**src/rtl/crc32_refl_pkg.sv**
```systemverilog
// Package: shared widths, polynomial constants and the elaboration-time
// helpers that derive the parallel next-state equations.
// Assumes: MSB-first, non-reflected serial shift register convention.
package crc32_refl_pkg;

    localparam int CRC_W  = 32;
    localparam int DATA_W = 8;

    typedef logic [CRC_W-1:0]  crc_word_t;
    typedef logic [DATA_W-1:0] data_word_t;

    localparam crc_word_t GEN_POLY  = 32'h04C1_1DB7;
    localparam crc_word_t SEED      = 32'hFFFF_FFFF;
    localparam crc_word_t OUT_XOR   = 32'hFFFF_FFFF;

    // Advance a serial register DATA_W steps, data MSB first.
    function automatic crc_word_t serial_fold(input crc_word_t st,
                                              input data_word_t dat,
                                              input crc_word_t poly);
        crc_word_t s;
        logic      fb;
        s = st;
        for (int i = DATA_W - 1; i >= 0; i--) begin
            fb = s[CRC_W-1] ^ dat[i];
            s  = s << 1;
            if (fb) s = s ^ poly;
        end
        return s;
    endfunction

    // Which current-state bits feed next-state bit k (linearity: unit vectors).
    function automatic crc_word_t state_taps(input int k, input crc_word_t poly);
        crc_word_t m;
        crc_word_t r;
        m = '0;
        for (int j = 0; j < CRC_W; j++) begin
            r    = serial_fold(crc_word_t'(1) << j, '0, poly);
            m[j] = r[k];
        end
        return m;
    endfunction

    // Which data bits feed next-state bit k.
    function automatic data_word_t data_taps(input int k, input crc_word_t poly);
        data_word_t m;
        crc_word_t  r;
        m = '0;
        for (int j = 0; j < DATA_W; j++) begin
            r    = serial_fold('0, data_word_t'(1) << j, poly);
            m[j] = r[k];
        end
        return m;
    endfunction

endpackage

```
**src/rtl/crc_bit_mirror.sv**
```systemverilog
// Module: crc_bit_mirror
// Reverses the bit order of a word of parameter width. Pure wiring.
// Assumes: nothing; used for both the byte input and the 32-bit output.
module crc_bit_mirror #(
    parameter int W = 8
) (
    input  logic [W-1:0] din,
    output logic [W-1:0] dout
);

    // One wire per bit position, swapped end for end.
    for (genvar i = 0; i < W; i++) begin : g_swap
        assign dout[i] = din[W-1-i];
    end

endmodule

```
**src/rtl/crc_xor_core.sv**
```systemverilog
// Module: crc_xor_core
// Parallel next-state logic of a non-reflected, MSB-first CRC that folds
// one DATA_W-bit word. Each output bit is an XOR of tap-selected state and
// data bits; the taps are derived at elaboration from eight serial steps.
// Assumes: data already in MSB-first order.
module crc_xor_core
    import crc32_refl_pkg::*;
#(
    parameter crc_word_t POLY = GEN_POLY
) (
    input  crc_word_t  cur,
    input  data_word_t dat,
    output crc_word_t  nxt
);

    // Per-bit XOR tree with constant tap masks.
    for (genvar k = 0; k < CRC_W; k++) begin : g_bit
        localparam crc_word_t  S_TAPS = state_taps(k, POLY);
        localparam data_word_t D_TAPS = data_taps(k, POLY);
        assign nxt[k] = (^(cur & S_TAPS)) ^ (^(dat & D_TAPS));
    end

endmodule

```
**src/rtl/crc_state_reg.sv**
```systemverilog
// Module: crc_state_reg
// Holds the running CRC state. Reset and restart both load the seed;
// restart wins over a valid byte. Otherwise it loads nxt when enabled.
// Assumes: synchronous active-low reset.
module crc_state_reg
    import crc32_refl_pkg::*;
#(
    parameter crc_word_t INIT = SEED
) (
    input  logic      clk,
    input  logic      rst_n,
    input  logic      restart,
    input  logic      load,
    input  crc_word_t nxt,
    output crc_word_t q
);

    // State update: seed on reset/restart, fold on load, else hold.
    always_ff @(posedge clk) begin
        if (!rst_n)       q <= INIT;
        else if (restart) q <= INIT;
        else if (load)    q <= nxt;
    end

endmodule

```
**src/rtl/eth_crc32_refl.sv**
```systemverilog
// Module: eth_crc32_refl (top)
// Reflected CRC-32 engine: mirrors each byte into a non-reflected core,
// and mirrors plus complements the core state to form the checksum.
// Assumes: one byte per enabled clock; bit 0 of each byte is first on line.
module eth_crc32_refl
    import crc32_refl_pkg::*;
#(
    parameter crc_word_t POLY      = GEN_POLY,
    parameter crc_word_t INIT      = SEED,
    parameter crc_word_t FINAL_XOR = OUT_XOR
) (
    input  logic        clk,
    input  logic        rst_n,
    input  logic        restart,
    input  logic        byte_vld,
    input  logic [7:0]  byte_in,
    output logic [31:0] crc_state,
    output logic [31:0] fcs_out
);

    data_word_t byte_msb_first;
    crc_word_t  state_q;
    crc_word_t  state_nxt;
    crc_word_t  state_mirrored;

    // Input adapter: line order (LSB first) to core order (MSB first).
    crc_bit_mirror #(.W(DATA_W)) u_in_mirror (
        .din  (byte_in),
        .dout (byte_msb_first)
    );

    // Parallel fold of one byte.
    crc_xor_core #(.POLY(POLY)) u_core (
        .cur (state_q),
        .dat (byte_msb_first),
        .nxt (state_nxt)
    );

    // Running state.
    crc_state_reg #(.INIT(INIT)) u_state (
        .clk     (clk),
        .rst_n   (rst_n),
        .restart (restart),
        .load    (byte_vld),
        .nxt     (state_nxt),
        .q       (state_q)
    );

    // Output adapter: mirror the state, then complement.
    crc_bit_mirror #(.W(CRC_W)) u_out_mirror (
        .din  (state_q),
        .dout (state_mirrored)
    );

    assign crc_state = state_q;
    assign fcs_out   = state_mirrored ^ FINAL_XOR;

endmodule

```
**config.mk**
```make
export PLATFORM = sky130hd
export DESIGN_NAME = eth_crc32_refl
export DESIGN_NICKNAME = d
export VERILOG_FILES = /design/src/rtl/crc32_refl_pkg.sv /design/src/rtl/crc_bit_mirror.sv /design/src/rtl/crc_xor_core.sv /design/src/rtl/crc_state_reg.sv /design/src/rtl/eth_crc32_refl.sv
export SDC_FILE = /design/constraint.sdc
export NUM_CORES = 1
export LEC_CHECK = 0
export BUFFER_PORTS_ARGS = -buffer_cell sky130_fd_sc_hd__clkbuf_2
export CELL_PAD_IN_SITES_DETAIL_PLACEMENT = 1
export CELL_PAD_IN_SITES_GLOBAL_PLACEMENT = 1
export CORE_UTILIZATION = 41
export DETAILED_ROUTE_END_ITERATION = 16
export PLACE_DENSITY = 0.84
export RECOVER_POWER = 25
export SLEW_MARGIN = 20
export SYNTH_ARGS = -nofsm -noshare
export SYNTH_HDL_FRONTEND = slang
export SYNTH_SLANG_ARGS = --single-unit
```
**constraint.sdc**
```tcl
create_clock -name clk -period 4.26 [get_ports clk]
set_input_delay 0.213 -clock clk [delete_from_list [all_inputs] [get_ports clk]]
set_output_delay 0.213 -clock clk [all_outputs]
set_load 0.01 [all_outputs]
```
==> flow_summary_export.csv <==
group,metric,value,unit
timing,worst_pin_slew,0.675,ns
drt,vias,1675,
worst_setup_path,crit_chain,"xnor2_2 -> xnor3_2 -> xnor3_1 -> a21o_1",
synth,synth_cell_types,24,
drt,drc,0,
clocking,ctsResizeCount,0,
timing,rsz0062_at_grt,"false",
placed_design,gp_congestion,0.783,
floorplan,die_h,74.6,um
floorplan,placementRows,26,
worst_setup_path,cpLargestDelayFamily,"XOR/XNOR gates",
placed_design,placed_area,0.00260,mm^2
drt,vias_per_cell,4.80,
grt,grt_pass1_wl,8420,um
drt,routed_wl,5350,um
synth,synth.avg_cell_area,10.5,um^2
synth,ys_ff_latch,32,
synth,syn-instance-count,205,
clocking,cts_tree,"yes",
worst_setup_path,cp_num_buf_inv,0,
timing,hold_viol,0,
synth,yosysTopAreaCell,"dfxtp_1",
clocking,clock-sinks,32,
clocking,clock_latency,0.28,ns
clocking,cts-root-buf,"clkbuf_8",
timing,relSlewSlack,54.8,%
worst_setup_path,slowest_stage,"xnor3_2",
layout,finalNetCount,291,
worst_setup_path,critical_path.max_stage_delay,0.46,ns
grt,antenna_found_initial,0,
clocking,clockBufferDepth,2,
worst_setup_path,worstPathMaxFanout,5,
timing,slew_viol_final,0,
floorplan,die_width,74.6,um
floorplan,dieArea,0.00556,mm^2
timing,fin_ws,2.34,ns
timing,holdWs,0.384,ns
layout,drive_gt1_share,26.9,%
drt,ant_nets,0,
timing,max_freq,520,MHz
worst_setup_path,crit_required,4.44,ns
layout,syn2layout_area_growth,23.3,%
drt,drtPass1Iterations,4,
synth,synthesis.area,0.00216,mm^2
layout,largest_register,"u_state.q",
timing,finalSetupViolCount,0,
synth,ys_seq_area_share,29.7,%
pwr,p_per_area,413,mW/mm^2
layout,top_regs,"u_state.q (32)",
synth,synth.area.top_cells,"dfxtp_1 30%, xnor3_1 16%, xnor2_1 11%, xnor2_4 7.6%, o211ai_1 5.9%",
timing,tns,0,ns
grt,grt_max_degree,44,
job,maxCapViolations,0,
clocking,cts_buffers,5,
clocking,post_cts_buffers,0,
placed_design,hpwl,4120,um
worst_setup_path,worstSetupStartpointType,"flip-flop",
clocking,cts.clk_slew.worst_paths,0.06,ns
outcome,status,"finished, final reports clean",
floorplan,start_util,42.6,%
worst_setup_path,cp.arrival,2.10,ns
layout,largest_reg_flops,32,
layout,finalInstanceArea,0.00266,mm^2
drt,avgRoutedWirePerCell,15.3,um
drt,drtIter0Drc,66,
synth,syn-num-nets,217,
timing,skew,0.00560,ns
clocking,holdBufCountCts,0,
timing,period_needed,1.92,ns
placed_design,pre_cts_slack,1.91,ns
hold_path,hold_class,"in2reg",
synth,synth.yosys.warnings,0,
grt,grt_use_total,20.7,%
layout,n_antenna_cell,0,
pwr,p_leak,1.45,nW
worst_setup_path,cp-end-kind,"flip-flop",
pwr,vdd_drop_max,0.000186,V
timing,period_share,45.1,%
grt,overflow,0,
synth,synth_top_area_share,29.7,%
worst_setup_path,crit_type,"reg2reg",
placed_design,port_buffers,75,
floorplan,core-area,0.00507,mm^2
clocking,htreeDepth,2,
grt,grt_pass1_vias,1682,
floorplan,ioPinCount,76,
[worst min-delay path: cells and delay by family]
family / cells / cell delay (ns)
compound gates: 1 / 0.09
buf+inv: 2 / 0.29
simple gates: 1 / 0.04
[per-stage QoR]
| stage | std cells | total power, mW | utilization, % |
|---|---|---|---|
| 6_report | 349 | 1.10 | 52.5 |
| 5_1_grt | 349 | 1.16 | 52.5 |
| 4_1_cts | 349 | 1.12 | 53.1 |
| 3_5_place_dp | 342 | 0.866 | 51.2 |
| 3_3_place_gp | 342 | 0.846 | 51.2 |
| 2_1_floorplan | 205 | 0.741 | - |
[final timing paths]
check / slack (ns) / cells past startpoint / end / startpoint
max: 2.34 / 4 / u_state.q[13] / u_state.q[27]
min reg2reg: 0.52 / 2 / u_state.q[21] / u_state.q[21]
min: 0.38 / 4 / u_state.q[25] / restart
max reg2reg: 2.34 / 4 / u_state.q[13] / u_state.q[27]
[power breakdown]
group          internal [mW]  total (mW)  switching [mW]
clock network          0.144       0.249           0.105
registers              0.324       0.355          0.0306
logic                  0.270       0.495           0.225
total                  0.738        1.10           0.360
[routing by layer]
layer / GRT usage, % / part of all wire [%] / up-vias
li1: - / - / 807
met1: 25.6 / 42 / 805
met2: 36.6 / 51 / 55
met3: 4.07 / 5.3 / 8
met4: 6.08 / 1.3 / 0
met5: 0 / 0 / -
[kinds of logic (layout without fill, tap and decap cells)]
logic type | count (synthesis) | count (layout) | synth area share [%]
xor gates and xnor gates | 64 | 64 | 46.1
and+or+nand+nor | 27 | 27 | 5.21
buffers and inverters | 42 | 116 | 7.30
DFF | 32 | 32 | 29.7
AOI/OAI and AO/OA | 40 | 40 | 11.7
[final cells by class]
class                           instances  area [um^2]
Inverter                               33          124
Multi-Input combinational cell        131         1360
Clock buffer                            7         96.3
Fill cell                             619         2410
Tap cell                               70         87.6
Timing Repair Buffer                   76          353
Sequential cell                        32          641
[synthesized netlist by cell type, drive strengths merged]
master	n
clkinv	1
clkbuf	7
o211ai	17
a211o	2
nor2	3
nand2b	1
a21oi	12
dfxtp	32
buf	2
xnor2	41
xor2	5
o21ai	8
xor3	2
a21o	1
nand2	17
nor2b	1
xnor3	16
nor3	5
inv	32
[layout by cell type, fill, tap and decap left out, types with 2 or more instances in the layout]
master / netlist / final
clkbuf_2: 0 / 51
inv_1: 32 / 32
dfxtp_1: 32 / 32
xnor2_1: 28 / 28
clkbuf_1: 7 / 24
nand2_1: 17 / 17
o211ai_1: 17 / 17
xnor3_1: 15 / 15
a21oi_1: 12 / 12
xnor2_2: 7 / 7
o21ai_0: 7 / 7
clkbuf_8: 0 / 7
xnor2_4: 6 / 6
nor3_1: 5 / 5
xor2_1: 4 / 4
nor2_1: 3 / 3
a211o_1: 2 / 2
xor3_1: 2 / 2
Power figures use the tool's default switching activity.
